### src/rtl/efr_pkg.sv
package efr_pkg;
  localparam int unsigned REG_CTRL   = 0;
  localparam int unsigned REG_STATUS = 1;
  localparam int unsigned REG_DATA0  = 2;

  typedef enum logic [1:0] {
    SEL_CTRL   = 2'd0,
    SEL_STATUS = 2'd1,
    SEL_DATA   = 2'd2,
    SEL_NONE   = 2'd3
  } reg_sel_e;

  function automatic reg_sel_e decode_sel(input int unsigned addr, input int unsigned nflags);
    if (addr == REG_CTRL)                                 return SEL_CTRL;
    else if (addr == REG_STATUS)                          return SEL_STATUS;
    else if (addr >= REG_DATA0 && addr < REG_DATA0+nflags) return SEL_DATA;
    else                                                  return SEL_NONE;
  endfunction
endpackage

### src/rtl/efr_addr_dec.sv
module efr_addr_dec
  import efr_pkg::*;
#(
  parameter int unsigned NUM_FLAGS = 3,
  parameter int unsigned ADDR_W    = 4
) (
  input  logic [ADDR_W-1:0]    addr_i,
  output reg_sel_e             sel_o,
  output logic [NUM_FLAGS-1:0] data_hit_o
);
  always_comb sel_o = decode_sel(int'(addr_i), NUM_FLAGS);

  for (genvar i = 0; i < NUM_FLAGS; i++) begin : g_hit
    localparam int unsigned SLOT = REG_DATA0 + i;
    assign data_hit_o[i] = (int'(addr_i) == SLOT);
  end
endmodule

### src/rtl/efr_ctrl_reg.sv
module efr_ctrl_reg #(
  parameter int unsigned NUM_FLAGS = 3,
  parameter int unsigned DATA_W    = 16
) (
  input  logic                 clk,
  input  logic                 rst,
  input  logic                 wr_en_i,
  input  logic [DATA_W-1:0]    wdata_i,
  output logic                 dma_en_q,
  output logic [NUM_FLAGS-1:0] ie_q,
  output logic                 dma_en_nxt,
  output logic [NUM_FLAGS-1:0] ie_nxt
);
  localparam int unsigned IE_LSB = 1;

  always_comb begin
    dma_en_nxt = dma_en_q;
    ie_nxt     = ie_q;
    if (wr_en_i) begin
      dma_en_nxt = wdata_i[0];
      ie_nxt     = wdata_i[IE_LSB +: NUM_FLAGS];
    end
  end

  always_ff @(posedge clk) begin
    if (rst) begin
      dma_en_q <= 1'b0;
      ie_q     <= '0;
    end else begin
      dma_en_q <= dma_en_nxt;
      ie_q     <= ie_nxt;
    end
  end
endmodule

### src/rtl/efr_flag_cell.sv
module efr_flag_cell (
  input  logic clk,
  input  logic rst,
  input  logic set_i,
  input  logic clr_wr_i,
  input  logic clr_rd_i,
  input  logic clr_dma_i,
  output logic flag_q,
  output logic flag_nxt
);
  logic any_clr;

  always_comb begin
    any_clr  = clr_wr_i | clr_rd_i | clr_dma_i;
    flag_nxt = flag_q;
    if (any_clr) flag_nxt = 1'b0;
    if (set_i)   flag_nxt = 1'b1;
  end

  always_ff @(posedge clk) begin
    if (rst) flag_q <= 1'b0;
    else     flag_q <= flag_nxt;
  end

  AST_SET_WINS: assert property (@(posedge clk) disable iff (rst)
    set_i |=> flag_q);
  AST_STICKY: assert property (@(posedge clk) disable iff (rst)
    (flag_q && !clr_wr_i && !clr_rd_i && !clr_dma_i) |=> flag_q);
  AST_CLEAR_TAKES: assert property (@(posedge clk) disable iff (rst)
    (!set_i && (clr_wr_i || clr_rd_i || clr_dma_i)) |=> !flag_q);
endmodule

### src/rtl/efr_read_port.sv
module efr_read_port
  import efr_pkg::*;
#(
  parameter int unsigned NUM_FLAGS = 3,
  parameter int unsigned DATA_W    = 16
) (
  input  logic                        clk,
  input  logic                        rst,
  input  logic                        rd_i,
  input  reg_sel_e                    sel_i,
  input  logic [NUM_FLAGS-1:0]        data_hit_i,
  input  logic [NUM_FLAGS-1:0]        flags_i,
  input  logic                        dma_en_i,
  input  logic [NUM_FLAGS-1:0]        ie_i,
  input  logic [NUM_FLAGS*DATA_W-1:0] cap_i,
  output logic [DATA_W-1:0]           rdata_q,
  output logic [NUM_FLAGS-1:0]        rd_clr_o
);
  logic [DATA_W-1:0] data_word;
  logic [DATA_W-1:0] rdata_nxt;

  always_comb begin
    data_word = '0;
    for (int i = 0; i < NUM_FLAGS; i++)
      if (data_hit_i[i]) data_word = cap_i[i*DATA_W +: DATA_W];
  end

  always_comb begin
    rdata_nxt = '0;
    unique case (sel_i)
      SEL_CTRL: begin
        rdata_nxt[0]             = dma_en_i;
        rdata_nxt[1 +: NUM_FLAGS] = ie_i;
      end
      SEL_STATUS: rdata_nxt[NUM_FLAGS-1:0] = flags_i;
      SEL_DATA:   rdata_nxt = data_word;
      default:    rdata_nxt = '0;
    endcase
  end

  assign rd_clr_o = data_hit_i & {NUM_FLAGS{rd_i}};

  always_ff @(posedge clk) begin
    if (rst)       rdata_q <= '0;
    else if (rd_i) rdata_q <= rdata_nxt;
  end

  AST_RDCLR_NEEDS_STROBE: assert property (@(posedge clk) disable iff (rst)
    (|rd_clr_o) |-> rd_i);
  AST_RDCLR_SINGLE: assert property (@(posedge clk) disable iff (rst)
    $onehot0(rd_clr_o));
endmodule

### src/rtl/efr_out_stage.sv
module efr_out_stage #(
  parameter int unsigned NUM_FLAGS = 3
) (
  input  logic                 clk,
  input  logic                 rst,
  input  logic [NUM_FLAGS-1:0] flag_nxt_i,
  input  logic [NUM_FLAGS-1:0] ie_nxt_i,
  input  logic                 dma_en_nxt_i,
  output logic                 irq_q,
  output logic [NUM_FLAGS-1:0] req_q
);
  always_ff @(posedge clk) begin
    if (rst) begin
      irq_q <= 1'b0;
      req_q <= '0;
    end else begin
      irq_q <= !dma_en_nxt_i && (|(flag_nxt_i & ie_nxt_i));
      req_q <= flag_nxt_i & {NUM_FLAGS{dma_en_nxt_i}};
    end
  end
endmodule

### src/rtl/efr_event_flags.sv
module efr_event_flags
  import efr_pkg::*;
#(
  parameter int unsigned NUM_FLAGS = 3,
  parameter int unsigned DATA_W    = 16,
  parameter int unsigned ADDR_W    = 4
) (
  input  logic                        clk,
  input  logic                        rst,
  input  logic [ADDR_W-1:0]           bus_addr,
  input  logic                        bus_wr,
  input  logic [DATA_W-1:0]           bus_wdata,
  input  logic                        bus_rd,
  output logic [DATA_W-1:0]           bus_rdata,
  input  logic [NUM_FLAGS-1:0]        evt,
  input  logic [NUM_FLAGS*DATA_W-1:0] cap_data,
  input  logic [NUM_FLAGS-1:0]        dma_done,
  output logic [NUM_FLAGS-1:0]        dma_req,
  output logic                        irq
);
  reg_sel_e             sel;
  logic [NUM_FLAGS-1:0] data_hit;
  logic                 dma_en_q, dma_en_nxt;
  logic [NUM_FLAGS-1:0] ie_q, ie_nxt;
  logic [NUM_FLAGS-1:0] flags_q, flags_nxt;
  logic [NUM_FLAGS-1:0] clr_wr, clr_rd, clr_dma;
  logic                 ctrl_wr;

  efr_addr_dec #(.NUM_FLAGS(NUM_FLAGS), .ADDR_W(ADDR_W)) u_dec (
    .addr_i(bus_addr), .sel_o(sel), .data_hit_o(data_hit));

  assign ctrl_wr = bus_wr && (sel == SEL_CTRL);

  efr_ctrl_reg #(.NUM_FLAGS(NUM_FLAGS), .DATA_W(DATA_W)) u_ctrl (
    .clk(clk), .rst(rst), .wr_en_i(ctrl_wr), .wdata_i(bus_wdata),
    .dma_en_q(dma_en_q), .ie_q(ie_q), .dma_en_nxt(dma_en_nxt), .ie_nxt(ie_nxt));

  efr_read_port #(.NUM_FLAGS(NUM_FLAGS), .DATA_W(DATA_W)) u_rd (
    .clk(clk), .rst(rst), .rd_i(bus_rd), .sel_i(sel), .data_hit_i(data_hit),
    .flags_i(flags_q), .dma_en_i(dma_en_q), .ie_i(ie_q), .cap_i(cap_data),
    .rdata_q(bus_rdata), .rd_clr_o(clr_rd));

  assign clr_wr  = (bus_wr && sel == SEL_STATUS) ? bus_wdata[NUM_FLAGS-1:0] : '0;
  assign clr_dma = dma_done & dma_req & {NUM_FLAGS{dma_en_q}};

  for (genvar i = 0; i < NUM_FLAGS; i++) begin : g_flag
    efr_flag_cell u_cell (
      .clk(clk), .rst(rst), .set_i(evt[i]),
      .clr_wr_i(clr_wr[i]), .clr_rd_i(clr_rd[i]), .clr_dma_i(clr_dma[i]),
      .flag_q(flags_q[i]), .flag_nxt(flags_nxt[i]));

    AST_DMA_DONE_CLEARS: assert property (@(posedge clk) disable iff (rst)
      (dma_en_q && dma_done[i] && dma_req[i] && !evt[i]) |=> !flags_q[i]);
  end

  efr_out_stage #(.NUM_FLAGS(NUM_FLAGS)) u_out (
    .clk(clk), .rst(rst), .flag_nxt_i(flags_nxt), .ie_nxt_i(ie_nxt),
    .dma_en_nxt_i(dma_en_nxt), .irq_q(irq), .req_q(dma_req));

  AST_REQ_OFF_NO_DMA: assert property (@(posedge clk) disable iff (rst)
    !dma_en_q |-> (dma_req == '0));
  AST_IRQ_OFF_IN_DMA: assert property (@(posedge clk) disable iff (rst)
    dma_en_q |-> !irq);
  AST_REQ_MIRRORS_FLAGS: assert property (@(posedge clk) disable iff (rst)
    dma_en_q |-> (dma_req == flags_q));
endmodule

### config.mk
export PLATFORM = sky130hd
export DESIGN_NAME = efr_event_flags
export DESIGN_NICKNAME = d
export VERILOG_FILES = /design/src/rtl/efr_pkg.sv /design/src/rtl/efr_addr_dec.sv /design/src/rtl/efr_ctrl_reg.sv /design/src/rtl/efr_flag_cell.sv /design/src/rtl/efr_read_port.sv /design/src/rtl/efr_out_stage.sv /design/src/rtl/efr_event_flags.sv
export SDC_FILE = /design/constraint.sdc
export NUM_CORES = 1
export LEC_CHECK = 0
export CAP_MARGIN = 20
export CORE_UTILIZATION = 38
export CTS_CLUSTER_DIAMETER = 80
export CTS_CLUSTER_SIZE = 25
export DETAILED_ROUTE_END_ITERATION = 10
export MAX_ROUTING_LAYER = met4
export PLACE_DENSITY = 0.85
export SETUP_SLACK_MARGIN = 0.15
export SYNTH_ARGS = -nofsm -noshare
export SYNTH_HDL_FRONTEND = slang
export SYNTH_SLANG_ARGS = --single-unit
### constraint.sdc
create_clock -name clk -period 3.4 [get_ports clk]
set_input_delay 0.85 -clock clk [delete_from_list [all_inputs] [get_ports clk]]
set_output_delay 0.85 -clock clk [all_outputs]
set_load 0.005 [all_outputs]
==> results.py, run 1 <==
metrics = {
    "power": {
        "ir_worst_vdd_mv": 0.169,
        "p_leak_nw": 0.859,
        "p_per_area_nw_per_um2": 273,
    },
    "worst_setup_path": {
        "slowest_delay_ps": 530,
        "criticalPathCategory": "in2reg",
        "ff2ff_setup_slack_ps": 1900,
        "setup.worst_path.start_class": "input pin",
        "cp-endpoint": "u_out.irq_q$_SDFF_PP0_",
        "r2r_cells": 5,
        "critPathArrivalTime_ps": 2760,
        "worstPathMaxFanout": 8,
        "cp_top_family": "simple AND/OR/NAND/NOR gates",
        "required_ps": 3570,
        "path_depth": 6,
        "reg2reg_from": "u_ctrl.dma_en_q$_SDFF_PP0_",
        "worstReg2RegEnd": "u_out.irq_q$_SDFF_PP0_",
        "crit_path_cell_trace": "clkdlybuf4s50_1 -> nor3b_2 -> nand3_1 -> a21oi_1 -> nor2_1 -> a221o_1",
        "crit_buf_inv": 1,
        "crit_start": "bus_addr[2]",
        "critPathSlowestCell": "clkdlybuf4s50_1",
        "endpoint_kind": "register",
    },
    "grt": {
        "antenna_found_initial": 0,
        "grt_max_degree": 20,
        "grt_first_pass_wirelength_um": 6950,
        "gr-usage-all-layers": 0.218,
        "grt_overflow_total": 0,
        "grt_pass1_vias": 1483,
    },
    "clock_tree": {
        "clock_path_buffers": 2,
        "cts_htree_levels": 1,
        "clkSinkCount": 27,
        "clkTransAtPathRegs_ps": 90,
        "numCtsBuffers": 3,
        "clkLatencyLatePin_ps": 270,
        "cts_resized": 0,
        "ctsRootBufferMaster": "clkbuf_8",
        "cts_tree": "yes",
        "postCtsHoldBufs": 0,
        "post_cts_buffers": 0,
    },
    "cells_and_area": {
        "area_delta_synth_final_pct": 63.4,
        "antenna_cells": 0,
        "drive_gt1_frac": 0.0816,
        "stdcell_count": 293,
        "fin_nets": 324,
    },
    "timing": {
        "max_freq_mhz": 385,
        "rsz0062_at_grt": "no",
        "worst_pin_slew_ps": 716,
        "hold_viol_final": 0,
        "fin_crit_ps": 2600,
        "fin_worst_skew_ps": 1.05,
        "relSlewSlack": 0.523,
        "period_share": 0.764,
        "fin_setup_tns_ps": 0,
        "setup_viol": 0,
        "slew_violations": 0,
    },
    "synth": {
        "synth_area_leaders": "dfxtp_1 37%, mux2i_1 11%, o2bb2ai_1 8.9%, a22oi_1 6.1%, nor2_1 5.3%",
        "synth_top_area_share": 0.366,
        "ys_seq_area_frac": 0.366,
        "synth_most_common_cell": "dfxtp_1",
        "syn_area_sq_um": 1480,
        "syn_inst": 163,
        "synth_nets": 241,
        "ys_ff_latch": 27,
        "synth_top_flop_cell": "dfxtp_1",
        "synth_edf_count": 0,
        "synthTopCellsByCount": "27 x dfxtp_1, 21 x nor2_1, 16 x mux2i_1, 15 x o2bb2ai_1, 12 x a22oi_1",
        "ys_types": 37,
        "postSynthAreaPerCell_sq_um": 9.05,
        "synth_top_cell_by_area": "dfxtp_1",
        "synth-async-reset-ratio": 0,
        "yosys_warnings": 0,
    },
    "route": {
        "totalWireLength_um": 4420,
        "viasPerCell": 5.52,
        "drt_iter0_drc": 107,
        "detail_route.wl_per_cell_um": 15.1,
        "dr.pass1.iters": 4,
        "final_antenna_net_count": 0,
        "drc": 0,
        "vias": 1616,
    },
    "die": {
        "row_count": 22,
        "die_area_sq_um": 4140,
        "chipWidth_um": 64.3,
        "coreArea_sq_um": 3690,
        "die_y_um": 64.3,
        "initial_core_util": 0.400,
        "io_pins": 98,
    },
    "placement": {
        "globalplace.congestion": 0.902,
        "dp_hpwl_um": 3410,
        "place_inst": 289,
        "io_buffer_count": 85,
    },
    "flow_run": {
        "drv_cap": 0,
    },
    "min_path": {
        "min_path_type": "reg2reg",
    },
    "run_status": {
        "outcome": "finished clean",
    },
}
==> worst min-delay path: stages (launching register included) <==
cell and delay, ps:
dfxtp_1 330, nand2_1 60, a21oi_1 50
==> placed cells by master (no fill, tap or decap), types with 2 or more instances in the layout <==
cell and count:
dfxtp_1 27, clkdlybuf4s50_1 85, a21oi_1 6, clkbuf_8 3, nor3_1 4, nand3_1 9, a222oi_1 3, a22oi_1 12
mux2_2 3, nor2_1 21, mux2i_1 16, nand3b_1 4, a21oi_2 2, nand2_1 3, nand2b_1 4, o21ai_0 3
inv_1 3, buf_4 4, o2bb2ai_1 15
==> sequential cells by signal, summed over array words and instances, names as in the netlist <==
register / cells
u_ctrl.dma_en_q: 1
u_rd.rdata_q: 16
u_out.irq_q: 1
g_flag.u_cell.flag_q: 3
u_out.req_q: 3
u_ctrl.ie_q: 3
==> worst min-delay path by stage <==
| stage | to | depth (start not counted) | slack [ps] | start |
|---|---|---|---|---|
| CTS | u_ctrl.ie_q[1]$_SDFF_PP0_ | 2 | 480 | u_ctrl.ie_q[1]$_SDFF_PP0_ |
| global placement | u_ctrl.ie_q[0]$_SDFF_PP0_ | 2 | 460 | u_ctrl.ie_q[0]$_SDFF_PP0_ |
| floorplan | u_ctrl.ie_q[0]$_SDFF_PP0_ | 2 | 450 | u_ctrl.ie_q[0]$_SDFF_PP0_ |
| finish | u_ctrl.ie_q[1]$_SDFF_PP0_ | 2 | 480 | u_ctrl.ie_q[1]$_SDFF_PP0_ |
| detailed placement | u_ctrl.ie_q[1]$_SDFF_PP0_ | 2 | 470 | u_ctrl.ie_q[1]$_SDFF_PP0_ |
| global route | u_ctrl.ie_q[2]$_SDFF_PP0_ | 2 | 500 | u_ctrl.ie_q[2]$_SDFF_PP0_ |
==> metrics by stage <==
stage                     power (mW)  utilization  hold WS, ps  setup WS [ps]  cell area (sq um)
after floorplan                0.388            -          447           1160               1480
after global placement         0.482        0.641          461            572               2370
after detailed placement       0.484        0.641          472            550               2370
after CTS                      0.661        0.654          484            831               2410
after global routing           0.689        0.654          499            667               2410
final                          0.658        0.654          481            802               2410
==> kinds of logic after synthesis <==
| logic type | count (synthesis) | synth area share |
|---|---|---|
| and+or+nand+nor | 55 | 0.198 |
| AOI/OAI and AO/OA | 48 | 0.262 |
| DFF | 27 | 0.366 |
| muxes | 19 | 0.131 |
| buffers and inverters | 14 | 0.0416 |
==> metal layers <==
layer  up-vias  GRT usage  routed length (um)
li1        780          -                   -
met1       753      0.272                1860
met2        79      0.364                2150
met3         4     0.0339                 356
met4         0     0.0583                  46
met5         -          -                   0
==> power breakdown <==
part,internal [mW],switching [mW],total [mW],leakage [nW]
clock,0.0839,0.0967,0.181,0.0228
combinational,0.0960,0.0572,0.153,0.617
sequential,0.321,0.00337,0.324,0.219
total,0.501,0.157,0.658,0.859
==> final cells by class <==
cell class | count | area (sq um)
clock buffer | 4 | 45.0
fill | 341 | 1280
multi-input combinational | 122 | 873
inverter | 3 | 11.3
sequential | 27 | 541
timing repair buffer | 89 | 881
tap | 48 | 60.1
Power figures use the tool's default switching activity.
==> inputs of run 2 (changes only) <==
- CORE_UTILIZATION: 38 -> 36
- PLACE_DENSITY: 0.85 -> 0.81
- clock period: 3.4 -> 2.5 ns (I/O delays scaled with it)
==> run 2 against run 1 <==
  * Clock power increased by 35%
  * Clock skew rose by 1.2 ps
  * Highest routed layer is now met3
  * Critical path type unchanged
  * Clock-buffer cell count stayed put
  * Critical endpoint unchanged
  * Critical path depth is the same
  * Final area is 3.9% higher
  * Worst setup slack worse by 510 ps
  * Combinational power up 44%
  * Register-to-register slack lost 870 ps
==> results.py, run 2 (same netlist as run 1, synthesis figures left out) <==
metrics = {
    "run_status": {
        "outcome": "finished clean",
    },
    "min_path": {
        "holdPathEnd": "u_ctrl.ie_q[1]$_SDFF_PP0_",
        "hp-start": "u_ctrl.ie_q[1]$_SDFF_PP0_",
        "hold_depth": 2,
        "min_path_type": "reg2reg",
    },
    "die": {
        "row_count": 22,
        "coreArea_sq_um": 3800,
        "initial_core_util": 0.388,
        "chipWidth_um": 66.0,
        "die_area_sq_um": 4360,
        "io_pins": 98,
        "die_y_um": 66.0,
    },
    "timing": {
        "rsz0062_at_grt": "no",
        "max_freq_mhz": 452,
        "worst_pin_slew_ps": 483,
        "fin_ws_ps": 289,
        "hold_viol_final": 0,
        "fin_setup_tns_ps": 0,
        "period_share": 0.885,
        "slew_violations": 0,
        "relSlewSlack": 0.678,
        "holdWs_ps": 477,
        "fin_crit_ps": 2210,
        "setup_viol": 0,
        "fin_worst_skew_ps": 2.24,
    },
    "cells_and_area": {
        "multi_input_area_sq_um": 873,
        "fin_util": 0.660,
        "area_delta_synth_final_pct": 69.9,
        "drive_gt1_frac": 0.121,
        "mostFrequentLayoutCells": "85 x clkdlybuf4s50_1, 27 x dfxtp_1, 21 x nor2_1",
        "antenna_cells": 0,
        "regArea_sq_um": 541,
        "fin_nets": 335,
        "fillCellCount": 340,
        "top_register": "u_rd.rdata_q",
        "largest_reg_flops": 16,
        "finalInstanceArea_sq_um": 2510,
        "final_common_cell": "clkdlybuf4s50_1",
    },
    "flow_run": {
        "drv_cap": 0,
    },
    "route": {
        "detail_route.wl_per_cell_um": 14.3,
        "viasPerCell": 5.32,
        "drc": 0,
        "totalWireLength_um": 4340,
        "dr.pass1.iters": 4,
        "final_antenna_net_count": 0,
        "drt_iter0_drc": 72,
        "vias": 1618,
    },
    "clock_tree": {
        "clock_path_buffers": 2,
        "postCtsHoldBufs": 0,
        "cts_tree": "yes",
        "ctsRootBufferMaster": "clkbuf_8",
        "post_cts_buffers": 0,
        "clkTransAtPathRegs_ps": 90,
        "clkSinkCount": 27,
        "cts_resized": 0,
        "cts_htree_levels": 1,
        "clkLatencyLatePin_ps": 270,
        "numCtsBuffers": 3,
    },
    "worst_setup_path": {
        "r2r_cells": 5,
        "worstPathMaxFanout": 7,
        "crit_start": "bus_addr[2]",
        "critPathSlowestCell": "clkdlybuf4s50_1",
        "required_ps": 2660,
        "setup.worst_path.start_class": "input pin",
        "critPathArrivalTime_ps": 2370,
        "worstReg2RegEnd": "u_out.irq_q$_SDFF_PP0_",
        "endpoint_kind": "register",
        "criticalPathCategory": "in2reg",
        "reg2reg_from": "u_ctrl.dma_en_q$_SDFF_PP0_",
        "slowest_delay_ps": 600,
        "ff2ff_setup_slack_ps": 1030,
        "crit_path_cell_trace": "clkdlybuf4s50_1 -> or3b_4 -> o211a_1 -> a21oi_2 -> a211oi_1 -> a221o_1",
    },
    "power": {
        "ir_worst_vdd_mv": 0.392,
        "p_leak_nw": 0.916,
        "p_per_area_nw_per_um2": 362,
    },
    "grt": {
        "grt_pass1_vias": 1549,
        "gr-usage-all-layers": 0.209,
        "grt_overflow_total": 0,
        "antenna_found_initial": 0,
        "grt_first_pass_wirelength_um": 6910,
        "grt_max_degree": 17,
    },
    "placement": {
        "dp_hpwl_um": 3380,
        "globalplace.congestion": 0.884,
        "dpl_worst_slack_ps": 28.4,
        "place_area_sq_um": 2460,
        "io_buffer_count": 85,
    },
}
-- run 2: layout make-up --
| cell class | count | area share |
|---|---|---|
| inverters | 3 | 0.00449 |
| clock buffers | 4 | 0.0180 |
| well taps | 48 | 0.0240 |
| multi-input cells | 122 | 0.348 |
| repair buffers | 100 | 0.389 |
| flip-flops and latches | 27 | 0.216 |
-- run 2: metal layers --
layer | wire length [um] | part of all wire | vias up | GRT usage
met5 | 0 | 0 | - | -
met4 | 0 | 0 | 0 | 0.00798
met3 | 390 | 0.090 | 0 | 0.0586
met2 | 2120 | 0.49 | 72 | 0.362
met1 | 1820 | 0.42 | 742 | 0.255
li1 | - | - | 804 | -
-- run 2: worst max-delay path: cells and delay by family --
| family | cells | cell delay [ps] |
|---|---|---|
| AOI/OAI and AO/OA | 4 | 720 |
| buffers and inverters | 1 | 600 |
| and+or+nand+nor | 1 | 410 |
-- run 2: power breakdown --
part	internal (mW)	switching (mW)
clock	0.114	0.131
sequential	0.437	0.00438
combinational	0.142	0.0791
-- run 2: worst max path at each step --
stage / to / slack (ps)
after detailed placement: u_out.irq_q$_SDFF_PP0_ / 30
after CTS: u_out.irq_q$_SDFF_PP0_ / 310
after global routing: u_rd.rdata_q[6]$_SDFFE_PP0P_ / 190
final: u_out.irq_q$_SDFF_PP0_ / 290
after floorplan: u_rd.rdata_q[0]$_SDFFE_PP0P_ / 480
after global placement: u_out.irq_q$_SDFF_PP0_ / 20
-- run 2: through the flow --
step           instances  total power [mW]
4_1_cts              304             0.915
3_3_place_gp         300             0.669
3_5_place_dp         300             0.672
6_report             304             0.908
2_1_floorplan        163             0.528
5_1_grt              304             0.951
==> inputs of run 3 (changes only) <==
- CORE_UTILIZATION: 36 -> 37
- CTS_BUF_LIST: default -> sky130_fd_sc_hd__clkbuf_8
- PLACE_DENSITY: 0.81 -> 0.83
==> run 3 against run 2 <==
  * Final area grew 0.10%
  * Global-route usage grew 1.7 points
  * Sequential cell count is the same
  * Critical path depth is the same
  * Via count grew 2.4%
  * Sequential power is essentially flat
  * First-iteration DRC count grew 29%
  * Cell count grew 0.66%
  * Register-to-register slack lost 20 ps
  * Power grew 0.33%
  * Non-clock buffer count grew 2
  * Worst setup slack lost 46 ps
  * Critical endpoint unchanged
  * Largest power group unchanged
==> results.py, run 3 (same netlist as run 1, synthesis figures left out) <==
metrics = {
    "grt": {
        "gr-usage-all-layers": 0.227,
        "grt_max_degree": 18,
        "grt_first_pass_wirelength_um": 7310,
        "antenna_found_initial": 0,
        "grt_pass1_vias": 1548,
        "grt_overflow_total": 0,
    },
    "power": {
        "clockPowerShare": 0.272,
        "finalPower_mw": 0.911,
        "ir_worst_vdd_mv": 0.223,
        "p_sw_mw": 0.221,
        "p_leak_nw": 0.927,
        "p_seq_frac": 0.485,
        "p_comb_frac": 0.244,
        "internal_power_mw": 0.690,
        "switching_share": 0.243,
        "p_per_area_nw_per_um2": 363,
    },
    "clock_tree": {
        "ctsRootBufferMaster": "clkbuf_8",
        "numCtsBuffers": 3,
        "clkTransAtPathRegs_ps": 90,
        "post_cts_buffers": 0,
        "cts_resized": 0,
        "clkLatencyLatePin_ps": 280,
        "postCtsHoldBufs": 0,
        "cts_htree_levels": 1,
        "clkSinkCount": 27,
        "clock_path_buffers": 2,
        "cts_tree": "yes",
    },
    "worst_setup_path": {
        "worstPathMaxFanout": 7,
        "r2r_cells": 5,
        "criticalPathCategory": "in2reg",
        "endpoint_kind": "register",
        "setup.worst_path.start_class": "input pin",
        "required_ps": 2670,
        "critPathArrivalTime_ps": 2430,
    },
    "cells_and_area": {
        "fin_nets": 337,
        "drive_gt1_frac": 0.128,
        "area_delta_synth_final_pct": 70.1,
        "finalInstanceArea_sq_um": 2510,
        "antenna_cells": 0,
        "largest_reg_flops": 16,
        "final_common_cell": "clkdlybuf4s50_1",
        "top_register": "u_rd.rdata_q",
        "mostFrequentLayoutCells": "85 x clkdlybuf4s50_1, 27 x dfxtp_1, 21 x nor2_1",
    },
    "route": {
        "viasPerCell": 5.42,
        "drc": 0,
        "dr.pass1.iters": 4,
        "totalWireLength_um": 4410,
        "vias": 1657,
        "drt_iter0_drc": 93,
        "final_antenna_net_count": 0,
        "detail_route.wl_per_cell_um": 14.4,
    },
    "die": {
        "coreArea_sq_um": 3740,
        "initial_core_util": 0.394,
        "chipWidth_um": 65.1,
        "die_area_sq_um": 4240,
        "die_y_um": 65.1,
        "io_pins": 98,
        "row_count": 22,
    },
    "timing": {
        "setup_viol": 0,
        "hold_viol_final": 0,
        "slew_violations": 0,
        "fin_worst_skew_ps": 7.53,
        "worst_pin_slew_ps": 506,
        "fin_ws_ps": 243,
        "fin_crit_ps": 2260,
        "fin_setup_tns_ps": 0,
        "rsz0062_at_grt": "no",
        "period_share": 0.903,
        "max_freq_mhz": 443,
        "relSlewSlack": 0.662,
    },
    "placement": {
        "dpl_worst_slack_ps": 11.0,
        "globalplace.congestion": 0.937,
        "dp_hpwl_um": 3540,
        "place_area_sq_um": 2460,
        "io_buffer_count": 85,
    },
    "run_status": {
        "outcome": "finished clean",
    },
    "flow_run": {
        "drv_cap": 0,
    },
    "min_path": {
        "min_path_type": "reg2reg",
        "hold_depth": 2,
    },
}
-- run 3: area by class of cell --
class                      instances  area, sq um
tap                               48         60.1
sequential                        27          541
clock buffer                       3         41.3
inverter                           3         11.3
multi-input combinational        122          873
fill                             343         1230
timing repair buffer             102          978
clock inverter                     1         3.75
-- run 3: power groups by stage --
stage | logic, mW | clock network, mW | registers (mW)
6_report | 0.222 | 0.247 | 0.441
5_1_grt | 0.240 | 0.269 | 0.442
4_1_cts | 0.223 | 0.251 | 0.441
3_5_place_dp | 0.222 | 0 | 0.451
3_3_place_gp | 0.219 | 0 | 0.451
2_1_floorplan | 0.0777 | 0 | 0.450
-- run 3: final timing paths --
check                              from                   endpoint  slack, ps
max reg2reg  u_ctrl.dma_en_q$_SDFF_PP0_     u_out.irq_q$_SDFF_PP0_       1010
min           u_ctrl.ie_q[1]$_SDFF_PP0_  u_ctrl.ie_q[1]$_SDFF_PP0_        480
min reg2reg   u_ctrl.ie_q[1]$_SDFF_PP0_  u_ctrl.ie_q[1]$_SDFF_PP0_        480
max                         bus_addr[0]     u_out.irq_q$_SDFF_PP0_        240
-- run 3: critical path, stage by stage --
cell and delay, ps:
clkdlybuf4s50_1 630, nor2b_1 370, nand3_1 130, a21oi_1 240
nor2_1 100, a221o_1 340
-- run 3: metal layers --
metal,track usage,wire length (um)
met3,0.0365,337
met1,0.288,1920
met4,0.0489,46
met5,-,0
met2,0.379,2110
-- run 3: stage by stage --
step | hold WS (ps) | utilization | cells
after floorplan | 447 | - | 163
after global placement | 459 | 0.658 | 302
after detailed placement | 464 | 0.658 | 302
after CTS | 477 | 0.670 | 306
after global routing | 510 | 0.670 | 306
final | 476 | 0.670 | 306
